==> config.mk <==
export PLATFORM = sky130hd
export DESIGN_NAME = dbuf_pwm_gen
export DESIGN_NICKNAME = d
export VERILOG_FILES = /design/src/rtl/pwm_pkg.sv /design/src/rtl/pwm_prescaler.sv /design/src/rtl/pwm_timebase.sv /design/src/rtl/pwm_duty_buffer.sv /design/src/rtl/dbuf_pwm_gen.sv
export SDC_FILE = /design/constraint.sdc
export NUM_CORES = 1
export LEC_CHECK = 0
export ABC_AREA = 1
export BUFFER_PORTS_ARGS = -buffer_cell sky130_fd_sc_hd__buf_2
export CORE_ASPECT_RATIO = 1.4
export CORE_MARGIN = 2
export CORE_UTILIZATION = 45
export CTS_CLUSTER_SIZE = 12
export DETAILED_ROUTE_END_ITERATION = 8
export PLACE_DENSITY = 0.67
export SETUP_SLACK_MARGIN = 0.1
export SLEW_MARGIN = 20
export SYNTH_ARGS = -nofsm -noshare
export SYNTH_HDL_FRONTEND = slang
export SYNTH_HIERARCHICAL = 1
export SYNTH_SLANG_ARGS = --single-unit
==> constraint.sdc <==
create_clock -name clk -period 1.05 [get_ports clk]
set_input_delay 0.1575 -clock clk [delete_from_list [all_inputs] [get_ports clk]]
set_output_delay 0.1575 -clock clk [all_outputs]
set_load 0.01 [all_outputs]
==> src/rtl/pwm_pkg.sv <==
package pwm_pkg;
  localparam int unsigned TMR_W   = 8;
  localparam int unsigned SUB_W   = 2;
  localparam int unsigned DUTY_W  = TMR_W + SUB_W;
  localparam int unsigned SHIFT_MAX = 4;
  localparam int unsigned CNT_W   = SUB_W + SHIFT_MAX;

  typedef enum logic [1:0] {
    PS_DIV1  = 2'b00,
    PS_DIV4  = 2'b01,
    PS_DIV16 = 2'b10,
    PS_DIV16B = 2'b11
  } presc_e;

  // log2 of the prescale ratio
  function automatic logic [2:0] presc_shift(input logic [1:0] sel);
    case (sel)
      2'b00:   presc_shift = 3'd0;
      2'b01:   presc_shift = 3'd2;
      default: presc_shift = 3'd4;
    endcase
  endfunction
endpackage

==> src/rtl/pwm_prescaler.sv <==
module pwm_prescaler
  import pwm_pkg::*;
#(
  parameter int unsigned SW = SUB_W,
  parameter int unsigned CW = CNT_W
) (
  input  logic          clk,
  input  logic          rst_n,
  input  logic          en,
  input  logic [1:0]    sel,
  output logic          tick,
  output logic [SW-1:0] sub_nxt
);
  logic [CW-1:0] cnt_q, cnt_d, cnt_max, cnt_shr;
  logic [2:0]    shift;

  always_comb begin
    shift   = presc_shift(sel);
    cnt_max = CW'((CW'(1) << (SW + shift)) - 1);
    tick    = en && (cnt_q >= cnt_max);
    if (!en)       cnt_d = '0;
    else if (tick) cnt_d = '0;
    else           cnt_d = cnt_q + CW'(1);
    cnt_shr = cnt_d >> shift;
    sub_nxt = cnt_shr[SW-1:0];
  end

  always_ff @(posedge clk or negedge rst_n) begin
    if (!rst_n) cnt_q <= '0;
    else        cnt_q <= cnt_d;
  end

  AST_TICK_WRAPS: assert property (@(posedge clk) disable iff (!rst_n)
    tick |=> (cnt_q == '0));
endmodule

==> src/rtl/pwm_timebase.sv <==
module pwm_timebase
  import pwm_pkg::*;
#(
  parameter int unsigned TW = TMR_W
) (
  input  logic          clk,
  input  logic          rst_n,
  input  logic          en,
  input  logic          tick,
  input  logic [TW-1:0] period,
  output logic          boundary,
  output logic [TW-1:0] tmr_nxt
);
  logic [TW-1:0] tmr_q;

  always_comb begin
    boundary = tick && (tmr_q == period);
    if (!en)           tmr_nxt = '0;
    else if (boundary) tmr_nxt = '0;
    else if (tick)     tmr_nxt = tmr_q + TW'(1);
    else               tmr_nxt = tmr_q;
  end

  always_ff @(posedge clk or negedge rst_n) begin
    if (!rst_n) tmr_q <= '0;
    else        tmr_q <= tmr_nxt;
  end

  AST_TMR_RESTART: assert property (@(posedge clk) disable iff (!rst_n)
    boundary |=> (tmr_q == '0));
  AST_TMR_IDLE: assert property (@(posedge clk) disable iff (!rst_n)
    !en |=> (tmr_q == '0));
endmodule

==> src/rtl/pwm_duty_buffer.sv <==
module pwm_duty_buffer
  import pwm_pkg::*;
#(
  parameter int unsigned HW = TMR_W,
  parameter int unsigned LW = SUB_W,
  localparam int unsigned DW = HW + LW
) (
  input  logic          clk,
  input  logic          rst_n,
  input  logic          en,
  input  logic          boundary,
  input  logic          hi_wr,
  input  logic [HW-1:0] hi_data,
  input  logic          lo_wr,
  input  logic [LW-1:0] lo_data,
  output logic [DW-1:0] master,
  output logic [DW-1:0] slave
);
  logic [HW-1:0] hi_q, hi_d;
  logic [LW-1:0] lo_q, lo_d;
  logic [DW-1:0] slave_q, slave_d;

  always_comb begin
    hi_d = hi_wr ? hi_data : hi_q;
    lo_d = lo_wr ? lo_data : lo_q;
    master = {hi_q, lo_q};
    if (!en)           slave_d = '0;
    else if (boundary) slave_d = master;
    else               slave_d = slave_q;
    slave = slave_q;
  end

  always_ff @(posedge clk or negedge rst_n) begin
    if (!rst_n) begin
      hi_q    <= '0;
      lo_q    <= '0;
      slave_q <= '0;
    end else begin
      hi_q    <= hi_d;
      lo_q    <= lo_d;
      slave_q <= slave_d;
    end
  end

  AST_SLAVE_LOAD: assert property (@(posedge clk) disable iff (!rst_n)
    boundary |=> (slave_q == $past({hi_q, lo_q})));
  AST_SLAVE_HOLD: assert property (@(posedge clk) disable iff (!rst_n)
    (en && !boundary) |=> $stable(slave_q));
endmodule

==> src/rtl/dbuf_pwm_gen.sv <==
module dbuf_pwm_gen
  import pwm_pkg::*;
#(
  parameter int unsigned TW = TMR_W,
  parameter int unsigned SW = SUB_W,
  localparam int unsigned DW = TW + SW
) (
  input  logic          clk,
  input  logic          rst_n,
  input  logic          enable,
  input  logic [1:0]    presc_sel,
  input  logic [TW-1:0] period,
  input  logic          duty_hi_wr,
  input  logic [TW-1:0] duty_hi_data,
  input  logic          duty_lo_wr,
  input  logic [SW-1:0] duty_lo_data,
  output logic [DW-1:0] duty_active,
  output logic          pwm_out
);
  logic [1:0]    rst_sync_q;
  logic          rst_ns;
  logic          tick, boundary;
  logic [SW-1:0] sub_nxt;
  logic [TW-1:0] tmr_nxt;
  logic [DW-1:0] master, slave;
  logic [DW-1:0] base_nxt;
  logic          pwm_q, pwm_d;

  // asynchronous assertion, synchronous release
  always_ff @(posedge clk or negedge rst_n) begin
    if (!rst_n) rst_sync_q <= 2'b00;
    else        rst_sync_q <= {rst_sync_q[0], 1'b1};
  end
  assign rst_ns = rst_sync_q[1];

  pwm_prescaler #(.SW(SW), .CW(SW + SHIFT_MAX)) u_presc (
    .clk(clk), .rst_n(rst_ns), .en(enable), .sel(presc_sel),
    .tick(tick), .sub_nxt(sub_nxt)
  );

  pwm_timebase #(.TW(TW)) u_tbase (
    .clk(clk), .rst_n(rst_ns), .en(enable), .tick(tick), .period(period),
    .boundary(boundary), .tmr_nxt(tmr_nxt)
  );

  pwm_duty_buffer #(.HW(TW), .LW(SW)) u_dbuf (
    .clk(clk), .rst_n(rst_ns), .en(enable), .boundary(boundary),
    .hi_wr(duty_hi_wr), .hi_data(duty_hi_data),
    .lo_wr(duty_lo_wr), .lo_data(duty_lo_data),
    .master(master), .slave(slave)
  );

  // compare against the time base the next edge will produce, so the
  // high time is exactly duty x prescale clocks
  always_comb begin
    base_nxt = {tmr_nxt, sub_nxt};
    if (!enable)                pwm_d = 1'b0;
    else if (boundary)          pwm_d = (master != '0);
    else if (base_nxt == slave) pwm_d = 1'b0;
    else                        pwm_d = pwm_q;
  end

  always_ff @(posedge clk or negedge rst_ns) begin
    if (!rst_ns) pwm_q <= 1'b0;
    else         pwm_q <= pwm_d;
  end

  assign pwm_out     = pwm_q;
  assign duty_active = slave;

  AST_DISABLED_LOW: assert property (@(posedge clk) disable iff (!rst_ns)
    !enable |=> (!pwm_out && duty_active == '0));
  AST_ZERO_DUTY_LOW: assert property (@(posedge clk) disable iff (!rst_ns)
    (duty_active == '0) |-> !pwm_out);
  AST_RISE_ON_BOUNDARY: assert property (@(posedge clk) disable iff (!rst_ns)
    $rose(pwm_out) |-> $past(boundary));
endmodule

==> flow_summary.ini, run 1 <==
[drt]
post_drt_wl_per_cell_um = 10.7
viasPerCell = 4.62
wirelength_um = 4750
drc_errors = 0
dr_total_vias = 2061
firstDrtPassIters = 4
postRouteAntennaNets = 0
drt_iter0_drc = 56

[logic_synthesis]
yosysSeqAreaShare_pct = 43.0
syn_inst = 295
synth_edf_count = 0
synth-main-ff-cell = dfrtp_1
syn_nets = 327
ys_ff_latch = 37
synthArstFlopShare_pct = 100
ys_warn_count = 6
syn_area_per_cell_um2 = 7.29
synth_cell_types = 25
syn_area_um2 = 2150

[finish]
post-route-util_pct = 66.3
antenna_cells = 0
areaGrowthSynthToFinish_pct = 41.0
nNetsFinal = 415
fill_cells = 419
drive_above_1_share_pct = 33.1
seq_area_um2 = 927
final_cell_mix = nand2_1, inv_1, dfrtp_1
final_common_cell = nand2_1
multi_input_area_um2 = 1100
final_area_um2 = 3030

[global_route]
antenna_found_initial = 0
grt_pass1_vias = 2020
grt-ovfl-total = 0
grt_max_degree = 19
grt_use_total_pct = 19.1
grt_pass1_wl_um = 8220

[clock_tree]
clkTransAtPathRegs_ns = 0.07
cts_buffers = 5
h-tree-depth = 2
cts_tree = yes
clk_latency_ns = 0.28
clockBufferDepth = 2
cts_root_buf = clkbuf_8
cts.sinks = 37

[sta]
clock_skew_ns = 0.00306
max_freq_ghz = 0.389
tns_ns = -25.70
setup_viol = 31
slew_violations = 0
grt_setup_unrepaired = yes
fin_crit_ns = 2.57
fin_ws_ns = -1.52
finalHoldViolCount = 0
period_share_pct = 245

[hold_path]
hp-class = input port to flip-flop

[worst_setup_path]
arrival_ns = 2.74
setup.worst_path.start_class = flip-flop
critPathCaptureType = flip-flop
critical_path_class = flip-flop to flip-flop
critical_path_peak_fanout = 8
cp.required_ns = 1.22

[placed_design]
globalplace.congestion = 0.814
portBuffers = 35
place_ws_ns = -1.48
hpwlAfterDp_um = 3400
placed_area_um2 = 2660

[die]
start_util_pct = 47.0
io_pins = 36
die_area_um2 = 5360
die_width_um = 62.4
die_h_um = 85.8
std_cell_rows = 29
core-area_um2 = 4570

[run]
cap_violations = 0

[pwr]
vdd_drop_max_mv = 0.901
powerDensity_nw_per_um2 = 915
p_leak_uw = 0.00166

[status]
status = complete, but fails checks
violations = setup timing
[area by class of cell]
class                   count  area share, %
clock buffers               6           2.39
clock inverters             2          0.330
inverters                  50           6.44
multi-input cells         204           36.2
flip-flops and latches     37           30.6
well taps                  62           2.56
repair buffers             85           21.5
[layer usage]
metal | share of wire [%] | global-route usage [%]
met1 | 40 | 21.0
met5 | 0 | 0
met3 | 3.2 | 3.02
met4 | 2.7 | 8.69
met2 | 54 | 36.0
[path summary, 6_finish.rpt]
check | startpoint | to | slack, ns | depth (start not counted)
max in group asynchronous | rst_sync_q[1] | u_dbuf/hi_q[6] | 0.50 | 1
worst min-delay path | duty_hi_data[2] | u_dbuf/hi_q[2] | 0.08 | 3
worst max register to register | u_presc/cnt_q[5] | pwm_out | -1.52 | 20
worst min register to register | rst_sync_q[1] | u_dbuf/lo_q[0] | 0.15 | 0
min in group asynchronous | rst_sync_q[1] | u_dbuf/lo_q[0] | 0.15 | 0
worst max-delay path | u_presc/cnt_q[5] | pwm_out | -1.52 | 20
[synthesized netlist by cell type (2+ instances only)]
master / number / area share (%)
dfrtp_1: 37 / 43
ha_1: 7 / 4.1
nor2_1: 39 / 6.8
inv_2: 2 / 0.35
a21oi_1: 2 / 0.47
xor2_1: 8 / 3.3
inv_1: 48 / 8.4
nand2_2: 3 / 0.87
nand3_2: 4 / 1.9
nand2_1: 83 / 14
buf_2: 2 / 0.47
nand3_1: 31 / 7.2
nor2_2: 5 / 1.5
o21ai_0: 13 / 3.0
[critical path: stages (launching register included)]
cell and delay, ns:
dfrtp_1 0.41, ha_4 0.28, nand2_2 0.05, nor2_1 0.10
nand2_1 0.11, nand2_2 0.11, inv_2 0.06, nor2_4 0.12
inv_2 0.06, a21oi_2 0.09, nand2_1 0.06, nor2_2 0.09
nand3_2 0.11, nand2_4 0.15, nor2_1 0.09, nand2_1 0.08
nand2_1 0.08, nor2_1 0.13, nand2_1 0.08, o21bai_1 0.12
nand2_1 0.06
[power by group]
group          switching, µW  internal (µW)
Clock                    469            459
Sequential              41.6           1470
Combinational            183            148
Total                    693           2080
[repair_timing]
action                     in CTS  in global routing
hold endpoints to repair        2                  0
pin swaps                      17                  7
gates resized for setup        26                 13
hold buffers                    1                  0
setup endpoints to repair      36                 36
setup buffers                  12                  7
gates cloned                    0                  0
[flip-flops by register name, indices dropped and copies added, names as in the netlist]
signal         flops
rst_sync_q         2
u_dbuf/lo_q        2
u_presc/cnt_q      6
pwm_out            1
u_tbase/tmr_q      8
u_dbuf/hi_q        8
u_dbuf/slave      10
[logic make-up (layout without fill, tap and decap cells)]
| group | Yosys count | after routing | synth area share (%) |
|---|---|---|---|
| and+or+nand+nor | 169 | 169 | 34.4 |
| buffers and inverters | 54 | 143 | 10.1 |
| xor gates and xnor gates | 9 | 9 | 3.67 |
| adders and majority gates | 7 | 7 | 4.07 |
| AOI/OAI and AO/OA | 18 | 18 | 4.60 |
| other | 1 | 1 | 0.174 |
| DFF | 37 | 37 | 43.0 |
[stage by stage]
step                power, µW  hold WS (ns)  cells
global placement         1840       -0.0575    422
finish                   2780        0.0756    446
CTS                      2800        0.0656    443
global route             2920        0.0835    446
floorplan                1690        -0.138    295
detailed placement       1840       -0.0555    422
No activity file was read; power rests on OpenSTA's default activity.
==> run 2, diff against run 1 <==
Settings changed: ABC_AREA 1 to not set, REMOVE_ABC_BUFFERS set to 1.
==> flow_summary.ini, run 2 <==
[status]
status = complete, but fails checks
violations = setup timing

[finish]
largest_reg_flops = 10
fill_cells = 293
final_area_um2 = 2960
final_cell_mix = buf_4, dfrtp_1, buf_2
areaGrowthSynthToFinish_pct = 50.7
post-route-util_pct = 70.4
nNetsFinal = 304
drive_above_1_share_pct = 52.8
antenna_cells = 0
final_common_cell = buf_4

[worst_setup_path]
rrSetupSlack_ns = -1.63
critical_path_class = flip-flop to flip-flop
critPathSlowestCell = dfrtp_1
crit_path_end = pwm_out
cp_num_cells = 12
max_stage_delay_ns = 0.38
cp.required_ns = 1.22
arrival_ns = 2.85
critPathCaptureType = flip-flop
rr_worst_depth = 12
timing.rr.start = u_presc/cnt_q[2]
setup.worst_path.start_class = flip-flop
cp_top_family = simple AND/OR/NAND/NOR gates
timing.rr.end = pwm_out
startpoint = u_presc/cnt_q[2]
cp_cell_sequence = ha_1, a21oi_1, nand4b_1, a21boi_2, nand2_2, o31ai_4, buf_6, nor2_4, xnor2_1, nand4_1, nor3_1, o21ai_1
critical_path_peak_fanout = 4
path_buf_inv = 1

[sta]
period_share_pct = 255
max_freq_ghz = 0.373
fin_crit_ns = 2.68
slew_violations = 0
grt_setup_unrepaired = yes
finalHoldViolCount = 0
setup_viol = 31
clock_skew_ns = 0.00549
fin_ws_ns = -1.63

[clock_tree]
cts_root_buf = clkbuf_8
clk_latency_ns = 0.29
clkTransAtPathRegs_ns = 0.07
cts.sinks = 37
h-tree-depth = 2
cts_tree = yes
cts_buffers = 5
clockBufferDepth = 2

[pwr]
p_total_uw = 2810
intPower_uw = 2140
switching_share_pct = 23.7
powerDensity_nw_per_um2 = 949
clock_power_share_pct = 31.5
p_seq_share_pct = 54.0
vdd_drop_max_mv = 0.920
p_leak_uw = 0.00138
switchingPower_uw = 666
p_comb_share_pct = 14.5

[placed_design]
placed_area_um2 = 2550
hpwlAfterDp_um = 3350
globalplace.congestion = 0.947
portBuffers = 35
place_ws_ns = -1.66

[global_route]
grt_max_degree = 36
grt_pass1_wl_um = 7790
grt_use_total_pct = 21.6
grt-ovfl-total = 0
grt_pass1_vias = 1742
antenna_found_initial = 0

[logic_synthesis]
syn_inst = 169
syn_area_um2 = 1960
synth_simple_gate_area_share_pct = 15.9
synth.top_cell.area_share_pct = 47.1
synth_edf_count = 0
synth_cell_types = 36
synth_mux_area_share_pct = 12.9
yosysMostFrequentCell = dfrtp_1
synth_top_family_by_area = simple AND/OR/NAND/NOR gates
ys_ff_latch = 37
syn_area_per_cell_um2 = 11.6
synth_fa_ha_area_share_pct = 4.46
synth_area_leaders = dfrtp_1, xnor2_1, mux2_4, mux2i_1, ha_1
synth_compound_area_share_pct = 4.78
synth_xor_xnor_area_share_pct = 12.9
synthArstFlopShare_pct = 100
yosysSeqAreaShare_pct = 47.1
synth_commonest_cells = dfrtp_1, xnor2_1, nor2_1
ys_warn_count = 6
yosysTopAreaCell = dfrtp_1
synth-main-ff-cell = dfrtp_1

[die]
die_h_um = 82.2
die_width_um = 59.8
die_area_um2 = 4920
io_pins = 36
start_util_pct = 46.7
core-area_um2 = 4200
std_cell_rows = 28

[drt]
dr_total_vias = 1632
drt_iter0_drc = 47
wirelength_um = 5090
viasPerCell = 5.16
firstDrtPassIters = 4
post_drt_wl_per_cell_um = 16.1
drc_errors = 0
postRouteAntennaNets = 0

[run]
cap_violations = 0

[hold_path]
hp-class = input port to flip-flop
[run 2: cell types whose count changed after synthesis, moves of 10 or more]
cell     change
inv_1       -47
mux2i_1     +11
nand2_1     -77
nand3_1     -26
nor2_1      -20
nor2b_1     +10
o21ai_0     -13
xnor2_1     +20
[run 2: cell families after synthesis]
group	after synthesis
multiplexers	21
other	1
AO/OA/AOI/OAI	12
adder cells (fa/ha/maj)	7
buffers and inverters	5
XOR/XNOR	29
flip-flops	37
AND/OR/NAND/NOR	57
[run 2: area by class of cell]
| class | count | area (µm²) | share of cell area (%) |
|---|---|---|---|
| multi-input cells | 127 | 1140 | 38.5 |
| flip-flops and latches | 37 | 926 | 31.3 |
| inverters | 2 | 7.51 | 0.254 |
| clock inverters | 1 | 5.00 | 0.169 |
| clock buffers | 5 | 68.8 | 2.32 |
| well taps | 45 | 56.3 | 1.90 |
| repair buffers | 99 | 757 | 25.6 |
[run 2: repair_timing]
action / CTS / global route
cloned: 1 / 0
endpoints found under the setup margin: 36 / 36
endpoints found under the hold margin: 2 / 0
buffers inserted: 8 / 7
resized for setup: 20 / 32
hold buffers: 1 / 0
pin swaps: 4 / 16
[run 2: worst min path at each step]
stage | start | end | cells past startpoint | slack, ns
after floorplan | rst_n | rst_sync_q[0] | 0 | -0.14
after detailed placement | rst_n | rst_sync_q[1] | 1 | -0.06
after global placement | rst_n | rst_sync_q[1] | 1 | -0.06
after global routing | duty_hi_data[2] | u_dbuf/hi_q[2] | 2 | 0.09
after CTS | duty_hi_data[2] | u_dbuf/hi_q[2] | 2 | 0.09
final | duty_hi_data[2] | u_dbuf/hi_q[2] | 2 | 0.1
[run 2: metrics by stage]
| step | instances | hold WS [ns] | TNS, ns |
|---|---|---|---|
| 2_1_floorplan | 166 | -0.138 | -39.16 |
| 3_3_place_gp | 294 | -0.0581 | -26.64 |
| 3_5_place_dp | 294 | -0.0568 | -28.31 |
| 4_1_cts | 310 | 0.0881 | -23.73 |
| 5_1_grt | 316 | 0.0911 | -27.65 |
| 6_report | 316 | 0.0978 | -24.57 |
[run 2: power groups by stage]
stage / combinational [µW] / clock (µW) / sequential (µW)
floorplan: 146 / 0 / 1560
detailed placement: 370 / 0 / 1540
finish: 407 / 887 / 1520
global route: 449 / 994 / 1520
CTS: 383 / 928 / 1520
global placement: 356 / 0 / 1540
[run 2: metal layers]
metal | GRT usage (%) | vias up | share of wire [%]
met1 | 24.0 | 786 | 38
met4 | 10.9 | 0 | 3.9
li1 | - | 784 | -
met2 | 37.8 | 45 | 54
met5 | 0 | - | 0
met3 | 4.98 | 17 | 4.3
